`config.mk`:
```
export PLATFORM = sky130hd
export DESIGN_NAME = clkbuf_pwrup_seq
export DESIGN_NICKNAME = d
export VERILOG_FILES = /design/src/rtl/clkbuf_pwrup_seq.sv
export SDC_FILE = /design/constraint.sdc
export NUM_CORES = 1
export LEC_CHECK = 0
export BUFFER_PORTS_ARGS = -buffer_cell sky130_fd_sc_hd__buf_4
export CORE_ASPECT_RATIO = 1.25
export CORE_UTILIZATION = 36
export DETAILED_ROUTE_END_ITERATION = 16
export GPL_ROUTABILITY_DRIVEN = 0
export GPL_TIMING_DRIVEN = 0
export SYNTH_ARGS = -nofsm -noshare
export SYNTH_HDL_FRONTEND = slang
export SYNTH_SLANG_ARGS = --single-unit
```
`constraint.sdc`:
```
create_clock -name clk -period 5.91 [get_ports clk]
set_clock_uncertainty 0.15 [all_clocks]
set_input_delay 0.2955 -clock clk [delete_from_list [all_inputs] [get_ports clk]]
set_output_delay 0.2955 -clock clk [all_outputs]
set_load 0.02 [all_outputs]
```
`src/rtl/clkbuf_pwrup_seq.sv`:
```
module clkbuf_pwrup_seq #(
  parameter int TMR_HZ     = 100_000,
  parameter int SETTLE_CYC = 25,
  parameter int LIMIT_CYC  = 100
) (
  input  logic       clk,
  input  logic       rst_n,
  input  logic       supply_ok,
  input  logic       pd_req,
  input  logic       clk_present,
  input  logic       pll_locked,
  output logic       oe,
  output logic       lock_status,
  output logic       late,
  output logic [1:0] state_o
);
  localparam int SW = $clog2(SETTLE_CYC + 1);
  localparam int LW = $clog2(LIMIT_CYC + 1);

  typedef enum logic [1:0] {S_OFF = 2'd0, S_SETTLE = 2'd1, S_WAIT = 2'd2, S_RUN = 2'd3} st_t;

  st_t           st, st_nx;
  logic [SW-1:0] settle_cnt;
  logic [LW-1:0] elapsed;
  logic          reached;
  logic          go_run, settle_done, bound_hit, pending;

  assign settle_done = (settle_cnt == SW'(SETTLE_CYC - 1));
  assign go_run      = clk_present && !pd_req && pll_locked;
  assign pending     = (st == S_SETTLE || st == S_WAIT) && !reached;
  assign bound_hit   = pending && !late && (elapsed == LW'(LIMIT_CYC - 1));

  always_comb begin
    st_nx = st;
    if (!supply_ok) st_nx = S_OFF;
    else begin
      unique case (st)
        S_OFF:    st_nx = S_SETTLE;
        S_SETTLE: if (settle_done) st_nx = S_WAIT;
        S_WAIT:   if (go_run) st_nx = S_RUN;
        S_RUN:    if (pd_req) st_nx = S_WAIT;
        default:  st_nx = S_OFF;
      endcase
    end
  end

  always_ff @(posedge clk or negedge rst_n) begin
    if (!rst_n) begin
      st          <= S_OFF;
      settle_cnt  <= '0;
      elapsed     <= '0;
      reached     <= 1'b0;
      late        <= 1'b0;
      lock_status <= 1'b0;
    end else begin
      st <= st_nx;

      if (st == S_SETTLE) settle_cnt <= settle_cnt + 1'b1;
      else                settle_cnt <= '0;

      if (st == S_OFF) begin
        elapsed <= '0;
        reached <= 1'b0;
        late    <= 1'b0;
      end else begin
        if (pending && !late) elapsed <= elapsed + 1'b1;
        if (bound_hit) late <= 1'b1;
        if (st_nx == S_RUN) reached <= 1'b1;
      end

      if (!supply_ok || pd_req) lock_status <= 1'b0;
      else if (st == S_WAIT && st_nx == S_RUN) lock_status <= 1'b1;
    end
  end

  assign oe      = (st == S_RUN);
  assign state_o = st;
endmodule

```
Word level (Yosys, flattened, before mapping)
Index checks and enable logic that the tools add are counted.
Widths: inputs -> output; s select.
- memory bits (writable): 0
- ROM bits: 0
- register bits: 17
- bits in latches: 0
- logic and storage cells: 45
- output and inout port bits: 5
- memories kept: 0
- add/subtract/negate cells: 2
- divide/modulo/power cells: 0
- shifts and indexed selects: 0
- $mul: 0
- multiplexer cells: 14
- bitwise operators: 0
- eq/ne operators: 6
- reductions and logical operators: 17
- $lt $le $gt $ge: 0
- operators with widths (cell ; count):
    $mux 7 ; 2
    $mux 2 ; 4
    $pmux 2 s4 ; 1
    $reduce_bool 2->1 ; 4
    $add 7x1->7 const B ; 1
    $eq 7x7->1 const B ; 1
    $eq 2x2->1 const B ; 3
    $logic_and 1x1->1 ; 6
    $mux 1 ; 6
    $add 5x1->5 const B ; 1
    $eq 5x5->1 const B ; 1
    $mux 5 ; 1
    $logic_not 1->1 ; 4
    $eq 2x1->1 const B ; 1
    $logic_not 2->1 ; 1
    $logic_or 1x1->1 ; 2

Logic depth before layout (Yosys ltp)
- depth in word-level cells: 10
- gate-level depth with buffers: 6
- mapped depth without buffers: 5

Least setup slack after synthesis
No wires, ideal clock.
- path kind: flip-flop to flip-flop
- start: reg st[0], in the netlist state_o[0]
- end: reg elapsed[5]
- period minus slack after synthesis: 2.263 ns
- setup slack: 3.647 ns
- cell stages (with the launch flop): 7
- path buffers: 1
- arrival: 2.035 ns
- data required time: 5.682 ns
- cell sequence: dfrtp_1 inv_1 ha_1 or3b_1 clkbuf_2 or4_1 a21oi_1
- longest elaborated chain between the ends: 5
- elaborated cells between the ends (all ways): 8
- those cells by class: eq/ne: 2; mux: 1; reduce/logical: 5
- RTL lines (what ; line ; text):
    from (decl) ; 22 ; st_t st, st_nx;
    from (signal assigned) ; 56 ; st <= st_nx;
    $eq 2x1->1 or $eq 2x2->1 (tied branches) ; 30 ; assign pending = (st == S_SETTLE || st == S_WAIT) && !reached;
    $logic_or 1x1->1 ; 30 ;
    $logic_and 1x1->1 ; 30 ;
    $logic_and 1x1->1 ; 66 ; if (pending && !late) elapsed <= elapsed + 1'b1;
    $reduce_bool 2->1 (no line) ; - ;
    to (signal assigned) ; 66 ;
    to (decl) ; 24 ; logic [LW-1:0] elapsed;
Parallel ways exist; a longest one is shown, timed or not.
A chain may end at the register's enable or synchronous reset.

Worst setup path after layout
Ends and elaborated chain as after synthesis.

==> flow_metrics.py <==
metrics = {
    "min_path": {
        "hold_path.class": "in2reg",
        "hold_end": "lock_status",
        "hold_path_depth": 2,
        "hp-start": "pd_req",
    },
    "drt": {
        "drt-total-wl_um": 1600,
        "antenna_left": 0,
        "vias_per_cell": 4.91,
        "drtIter0Drc": 11,
        "drcViolationCount": 0,
        "vias": 672,
        "firstDrtPassIters": 2,
        "wl_per_cell_um": 11.7,
    },
    "die": {
        "rows": 20,
        "start_util_pct": 37.9,
        "die_h_um": 58.5,
        "core_area_um2": 2430,
        "ioPinCount": 11,
        "die_x_um": 47.2,
        "dieArea_um2": 2770,
    },
    "sta": {
        "fin_ws_ns": 3.58,
        "hold_viol_final": 0,
        "tightest_slew_ns": 0.424,
        "rsz0062_at_grt": "no",
        "post-route-min-period_ns": 2.33,
        "fin_hold_ws_ns": 0.0243,
        "period_share_pct": 39.3,
        "slew_viol_final": 0,
        "slew_headroom_pct": 71.7,
        "setup_viol": 0,
        "setup_tns_ns": 0,
        "fmax_mhz": 430,
    },
    "power_and_ir_drop": {
        "powerDensity_nw_per_um2": 192,
        "ir_worst_vdd_uv": 95.0,
        "p_leak_uw": 0.000532,
    },
    "critical_path": {
        "r2r_cells": 6,
        "startpoint_type": "flop",
        "crit_arrival_ns": 2.39,
        "reg2reg_from": "state_o[0]",
        "worst_r2r_endpoint": "elapsed[5]",
        "cp.required_ns": 5.97,
        "reg2reg_slack_ns": 3.58,
        "crit_fanout": 8,
        "worstSetupEndpointType": "flop",
        "path_class": "reg2reg",
    },
    "layout": {
        "stdcell_count": 137,
        "n_fill_cell": 242,
        "layout-drive-gt1-share_pct": 17.3,
        "layout.nets": 119,
        "n_antenna_cell": 0,
        "area.growth.synth_to_final_pct": 16.6,
    },
    "clock_tree": {
        "htreeDepth": 1,
        "cts_resized": 0,
        "path_clk_slew_ns": 0.10,
        "numCtsBuffers": 3,
        "ctsHoldBuffers": 1,
        "cts_setup_buffers": 0,
        "cts.sinks": 17,
        "clk_latency_ns": 0.29,
        "clock-root-buffer": "clkbuf_4",
        "cts_tree": "built",
        "clock_path_buffers": 2,
    },
    "yosys": {
        "synth-warning-count": 0,
        "synthTopCellsByArea": "dfrtp_1 46%, ha_1 11%, inv_1 3.7%",
        "synth_edf_count": 0,
        "synth_area_um2": 921,
        "ys_seq_area_share_pct": 46.2,
        "synth-adder-area-share_pct": 10.9,
        "synth_common_cells": "17 x dfrtp_1, 9 x inv_1, 8 x ha_1",
        "ys_types": 31,
        "synth-seq-cells": 17,
        "synth_top_cell_by_area": "dfrtp_1",
        "yosys.area_share.simple_pct": 21.2,
        "synth-compound-area-share_pct": 8.83,
        "synth_top_family_by_area": "simple AND/OR/NAND/NOR gates",
        "synth.net_count": 103,
        "post-synth-top-count-cell": "dfrtp_1",
        "synth-main-ff-cell": "dfrtp_1",
        "yosysTopAreaCellShare_pct": 46.2,
        "synth-async-reset-ratio_pct": 100,
        "synthMuxAreaShare_pct": 3.53,
        "syn_area_per_cell_um2": 10.3,
        "synth_cells": 89,
        "synth_xor_area_share_pct": 4.76,
    },
    "grt": {
        "antenna_found_initial": 0,
        "grt_pass1_vias": 665,
        "grt_max_degree": 18,
        "track_usage_pct": 13.8,
        "grt_pass1_wl_um": 2680,
        "grt_overflow": 0,
    },
    "status": {
        "status": "finished clean",
    },
    "job": {
        "max-cap-violations": 0,
    },
    "placement": {
        "dpl_worst_slack_ns": 3.61,
        "place_inst": 132,
        "dpl.hpwl_um": 1210,
        "io_buffer_count": 10,
    },
}
==> metrics by stage <==
| step | total power (uW) | util (%) | instance area (um^2) |
|---|---|---|---|
| 2_1_floorplan | 137 | - | 921 |
| 3_3_place_gp | 146 | 42.7 | 1040 |
| 3_5_place_dp | 147 | 42.7 | 1040 |
| 4_1_cts | 210 | 44.2 | 1070 |
| 5_1_grt | 220 | 44.2 | 1070 |
| 6_report | 206 | 44.2 | 1070 |
==> state kept, by name, summed over array words and instances (netlist names) <==
name,count
elapsed,7
settle_cnt,5
state_o,2
late,1
lock_status,1
reached,1
==> how the worst max path moves through the flow <==
stage / startpoint / to / slack, ns
after floorplan: state_o[0] / elapsed[5] / 3.65
after global placement: state_o[0] / elapsed[5] / 3.64
after detailed placement: state_o[0] / elapsed[5] / 3.61
after CTS: state_o[0] / elapsed[5] / 3.58
after global routing: state_o[0] / elapsed[5] / 3.43
final: state_o[0] / elapsed[5] / 3.58
==> layer usage <==
| layer | track usage [%] | wire length, um |
|---|---|---|
| met1 | 15.4 | 780 |
| met2 | 23.3 | 778 |
| met3 | 3.99 | 41 |
| met4 | 6.12 | 0 |
| met5 | 0 | 0 |
==> critical path: stages, from the launching register on <==
cell and delay (ns):
dfrtp_1 0.51, inv_1 0.13, ha_1 0.31, or3b_1 0.34, clkbuf_2 0.16, or4_1 0.51
a21oi_1 0.15
==> cells by family after synthesis <==
logic type,count (synthesis)
flops,17
buf+inv,11
mux,3
simple gates,33
compound gates,12
fa+ha+maj,8
xor+xnor,5
==> cell usage in the layout, fill, tap and decap left out, types with 3 or more instances in the layout <==
cell and n:
dfrtp_1 17, buf_4 10, inv_1 9, ha_1 8, nor2_1 7, nand3_1 5, and2_1 4, nor2b_1 4
xnor2_1 3, nand2_1 3, clkbuf_4 3
==> where the power goes <==
part / leakage [uW] / internal [uW] / total [uW] / switching [uW]
logic: 0.000283 / 9.82 / 22.4 / 12.5
clock network: 0.0000150 / 26.2 / 61.2 / 35.0
registers: 0.000234 / 119 / 122 / 3.29
total: 0.000532 / 155 / 206 / 50.8
==> area by class of cell <==
class / instances / area [um^2] / area share, %
Inverter: 9 / 33.8 / 3.15
Clock buffer: 4 / 26.3 / 2.45
Sequential cell: 17 / 425 / 39.6
Timing Repair Buffer: 11 / 85.1 / 7.93
Buffer: 2 / 8.76 / 0.816
Tap cell: 33 / 41.3 / 3.85
Multi-Input combinational cell: 61 / 453 / 42.2
Note: power is estimated with default switching activity, not from simulation.
